===== config.mk =====
export PLATFORM = sky130hd
export DESIGN_NAME = col_pin_ctrl
export DESIGN_NICKNAME = d
export VERILOG_FILES = /design/src/rtl/colpin_pkg.sv /design/src/rtl/sqe_mask_timer.sv /design/src/rtl/col_source_sel.sv /design/src/rtl/col_edge_abort.sv /design/src/rtl/col_pin_ctrl.sv
export SDC_FILE = /design/constraint.sdc
export NUM_CORES = 1
export LEC_CHECK = 0
export BUFFER_PORTS_ARGS = -buffer_cell sky130_fd_sc_hd__buf_4
export CAP_MARGIN = 15
export CORE_AREA = 2 2 39 41
export CTS_CLUSTER_SIZE = 16
export DETAILED_ROUTE_END_ITERATION = 8
export DIE_AREA = 0 0 41 43
export GPL_ROUTABILITY_DRIVEN = 0
export PLACE_DENSITY_LB_ADDON = 0.08
export SLEW_MARGIN = 5
export SYNTH_ARGS = -nofsm -noshare
export SYNTH_HDL_FRONTEND = slang
export SYNTH_SLANG_ARGS = --single-unit

===== constraint.sdc =====
create_clock -name clk -period 1.53 [get_ports clk]
set_clock_uncertainty 0.05 [all_clocks]
set_input_delay 0.153 -clock clk [delete_from_list [all_inputs] [get_ports clk]]
set_output_delay 0.153 -clock clk [all_outputs]
set_load 0.005 [all_outputs]

===== src/rtl/colpin_pkg.sv =====
package colpin_pkg;

    typedef enum logic [1:0] {
        SEL_ATTACH  = 2'b00,
        SEL_TWISTED = 2'b01,
        SEL_DIRECT  = 2'b10,
        SEL_SERIAL  = 2'b11
    } port_sel_e;

    typedef struct packed {
        logic xcvr_col;
        logic tp_tx;
        logic tp_rx;
        logic dir_crs;
        logic dir_txen;
        logic pin_in;
    } col_src_t;

    // Pin is driven only for output-type ports while awake and enabled.
    function automatic logic pin_drives(port_sel_e sel, logic sleep_i, logic en_i);
        return !sleep_i && en_i && (sel != SEL_SERIAL);
    endfunction

endpackage


===== src/rtl/sqe_mask_timer.sv =====
module sqe_mask_timer #(
    parameter int SQE_CLKS = 64
) (
    input  logic clk,
    input  logic rst,
    input  logic tx_done,
    output logic mask_on
);
    localparam int CW = $clog2(SQE_CLKS + 1);
    localparam logic [CW-1:0] LOAD = CW'(SQE_CLKS);

    logic [CW-1:0] remain;

    always_ff @(posedge clk) begin
        if (rst) begin
            remain <= '0;
        end else if (tx_done) begin
            remain <= LOAD;
        end else if (remain != '0) begin
            remain <= remain - 1'b1;
        end
    end

    assign mask_on = tx_done || (remain != '0);
endmodule


===== src/rtl/col_source_sel.sv =====
module col_source_sel
    import colpin_pkg::*;
(
    input  port_sel_e sel,
    input  logic      sleep,
    input  logic      pin_en,
    input  col_src_t  src,
    input  logic      mask_on,
    output logic      col_raw
);
    logic picked;

    always_comb begin
        unique case (sel)
            SEL_ATTACH:  picked = src.xcvr_col && !mask_on;
            SEL_TWISTED: picked = src.tp_tx && src.tp_rx;
            SEL_DIRECT:  picked = src.dir_crs && src.dir_txen;
            SEL_SERIAL:  picked = src.pin_in && pin_en;
            default:     picked = 1'b0;
        endcase
        col_raw = picked && !sleep;
    end
endmodule


===== src/rtl/col_edge_abort.sv =====
module col_edge_abort (
    input  logic clk,
    input  logic rst,
    input  logic col_raw,
    input  logic rx_frame,
    output logic col_q,
    output logic abort_q
);
    always_ff @(posedge clk) begin
        if (rst) begin
            col_q   <= 1'b0;
            abort_q <= 1'b0;
        end else begin
            col_q   <= col_raw;
            abort_q <= col_raw && !col_q && rx_frame;
        end
    end
endmodule


===== src/rtl/col_pin_ctrl.sv =====
module col_pin_ctrl
    import colpin_pkg::*;
#(
    parameter int SQE_CLKS = 64
) (
    input  logic       clk,
    input  logic       rst,
    input  logic [1:0] port_sel,
    input  logic       sleep,
    input  logic       pin_en,
    input  logic       xcvr_col,
    input  logic       tp_tx_act,
    input  logic       tp_rx_act,
    input  logic       dir_crs,
    input  logic       dir_txen,
    input  logic       tx_done,
    input  logic       rx_frame,
    input  logic       col_pin_in,
    output logic       col_pin_out,
    output logic       col_pin_oe,
    output logic       col_int,
    output logic       abort_req
);
    port_sel_e sel;
    col_src_t  src;
    logic      mask_on;
    logic      col_raw;

    assign sel = port_sel_e'(port_sel);
    assign src = '{xcvr_col: xcvr_col, tp_tx: tp_tx_act, tp_rx: tp_rx_act,
                   dir_crs: dir_crs, dir_txen: dir_txen, pin_in: col_pin_in};

    sqe_mask_timer #(.SQE_CLKS(SQE_CLKS)) u_mask (
        .clk     (clk),
        .rst     (rst),
        .tx_done (tx_done),
        .mask_on (mask_on)
    );

    col_source_sel u_sel (
        .sel     (sel),
        .sleep   (sleep),
        .pin_en  (pin_en),
        .src     (src),
        .mask_on (mask_on),
        .col_raw (col_raw)
    );

    col_edge_abort u_edge (
        .clk      (clk),
        .rst      (rst),
        .col_raw  (col_raw),
        .rx_frame (rx_frame),
        .col_q    (col_int),
        .abort_q  (abort_req)
    );

    assign col_pin_out = col_int;
    assign col_pin_oe  = pin_drives(sel, sleep, pin_en);
endmodule


==> qor.yml <==
clocking:
  cts_tree: "done"
  clockRootBuffer: "clkbuf_4"
  cts_buffers: 3
  postCtsHoldBufs: 0
  clock_sinks: 9
  clkTransAtPathRegs_ps: 60
  cts_max_level: 1
  clockBufferDepth: 2
  clk_latency_ps: 250
floorplanning:
  ios: 18
  core_area_um2: 1380
  dieArea_um2: 1760
  rows: 14
  die_h_um: 43
  fp.dieW_um: 41
  start_util_pct: 33.9
logic_synthesis:
  synth.top_cell.area_share_pct: 38.4
  synth_common_cells: "dfxtp_1 (9), a21oi_1 (4), inv_1 (4)"
  synthArstFlopShare_pct: 0
  avgSynthCellArea_um2: 9.78
  synthFlopType: "dfxtp_1"
  yosysUniqueCellTypes: 31
  synth_edf_count: 0
  ys_top_cells_by_area: "dfxtp_1 (38%), nor4b_4 (5.1%), a21oi_1 (4.3%)"
  yosysWarningCount: 0
  yosysSeqAreaShare_pct: 38.4
  ys_ff_latch: 9
  synth.most_common_cell: "dfxtp_1"
  synth.net_count: 63
  synth_top_cell_by_area: "dfxtp_1"
  netlist_instances: 48
  syn_area_um2: 469
drt:
  drt_iter0_markers: 7
  route.vias.total: 450
  totalWireLength_um: 976
  viasPerCell: 5.17
  routedWlPerCell_um: 11.2
  first_pass_iters: 4
  drc: 0
  ant_nets: 0
global_route:
  antenna_found_initial: 0
  grt_pass1_wl_um: 1550
  grt_pass1_vias: 383
  grt_overflow: 0
  grt_usage_pct: 13.1
  grt_max_degree: 7
worst_setup_path:
  cp.depth: 4
  crit_path_max_fanout: 3
  cp_slowest_stage_delay_ps: 420
  r2r_end: "u_mask.remain[5]"
  cp_cell_sequence: "buf_4 -> or3_4 -> or4_4 -> a21oi_2"
  crit_path_top_delay_cell: "or4_4"
  startpoint: "u_mask.remain[1]"
  reg2reg_depth: 4
  ff2ff_setup_slack_ps: 40
  critPathTopFamily: "simple AND/OR/NAND/NOR gates"
  rr_startpoint: "u_mask.remain[1]"
  setup.worst_path.end: "u_mask.remain[5]"
  arrival_ps: 1630
  critPathKind: "reg2reg"
  cp-start-kind: "flop"
  crit_buf_inv: 1
  cp-end-kind: "flop"
  crit_required_ps: 1670
layout:
  fillers: 137
  layout.nets: 87
  fin_util_pct: 49.5
  antenna_cells: 0
  seqCellArea_um2: 183
  final_layout_size_suffix_gt1_share_pct: 47.9
  stdcell_area_um2: 686
  multi_input_area_um2: 292
  area_growth_pct: 46.1
timing:
  min_period_ps: 1490
  post-route-period-util_pct: 97.3
  setup_viol: 0
  tightestPinTransition_ps: 332
  rsz0062_at_grt: "true"
  fmax_ghz: 0.671
  finalMaxSlewViolations: 0
  hold_viol_final: 0
  slew_headroom_pct: 77.8
worst_hold_path:
  min_from: "sleep"
  holdCritPathClass: "in2reg"
power:
  pwr-share-seq_pct: 37.5
  pwr-share-clk_pct: 22.7
  leakagePower_uw: 0.000305
  peakVddDrop_uv: 531
  p_switching_uw: 251
  switching_share_pct: 31.4
  p_comb_share_pct: 39.8
  intPower_uw: 549
  p_per_area_nw_per_um2: 1170
placed_design:
  placed_area_um2: 617
  dp_hpwl_um: 790
  port-buffer-count: 17
run_status:
  outcome: "finished, final reports clean"
run:
  cap_viol_max_count: 0
-- timing repair --
action                                  4_1_cts  5_1_grt
setup buffers                                 0        2
endpoints found under the setup margin        1        4
endpoints found under the hold margin         0        0
pin swaps                                     0        2
resized for setup                             1        6
-- power by group through the flow --
stage,sequential [uW],combinational [uW],clock [uW]
floorplan,297,199,0
global placement,301,275,0
detailed placement,301,272,0
CTS,297,275,188
global route,305,349,199
finish,300,318,181
-- worst reg2reg max path: stages (launching register included) --
cell and delay [ps]:
dfxtp_2 320, buf_4 120, or3_4 380, or4_4 420, a21oi_2 130
-- worst min path at each step --
stage | cells past startpoint | end | slack (ps)
finish | 2 | u_edge.col_q | 20
CTS | 2 | u_edge.col_q | 20
global route | 2 | u_edge.col_q | 20
global placement | 2 | u_edge.col_q | 290
floorplan | 1 | u_mask.remain[1] | 170
detailed placement | 2 | u_edge.col_q | 290
-- layout by cell type, fill, tap and decap left out, types with 2 or more instances in the layout --
| master | n |
|---|---|
| a21oi_1 | 4 |
| clkbuf_4 | 3 |
| dfxtp_1 | 7 |
| inv_2 | 2 |
| dfxtp_2 | 2 |
| and3_1 | 2 |
| nor4_1 | 2 |
| buf_4 | 20 |
| nor2_1 | 2 |
| inv_1 | 2 |
-- state kept, by name, summed over array words and instances (netlist names) --
| signal | cells |
|---|---|
| u_edge.col_q | 1 |
| u_edge.abort_q | 1 |
| u_mask.remain | 7 |
-- cell families (layout without fill, tap and decap cells) --
kind of cell               after synthesis  after routing  share of synthesized area [%]
adders and majority gates                1              1                           2.67
buffers and inverters                    5             28                           4.80
DFF                                      9              9                           38.4
xor gates and xnor gates                 1              1                           1.87
and+or+nand+nor                         18             18                           30.1
AOI/OAI and AO/OA                       14             14                           22.1
-- routing by layer --
metal,vias to the layer above,track usage [%],part of all wire (%)
li1,231,-,-
met1,202,18.1,48
met2,17,17.2,44
met3,0,6.81,8.0
met4,0,4.00,0
met5,-,0,0
-- layout make-up --
cell class              instances  share of cell area [%]
clock buffers                   4                    3.83
inverters                       4                    2.19
multi-input cells              34                    42.5
flip-flops and latches          9                    26.6
well taps                      16                    2.92
repair buffers                 20                    21.9
-- metrics by stage --
step	power, uW	instances	hold WS, ps	TNS (ps)	worst slack, ps
6_report	800	87	24.4	0	40.7
5_1_grt	853	87	19.8	0	6.47
4_1_cts	760	85	16.2	0	4.10
3_5_place_dp	573	81	288	-6.85	-6.85
3_3_place_gp	577	81	294	0	30.5
2_1_floorplan	496	48	172	0	128
No activity file was read; power rests on OpenSTA's default activity.
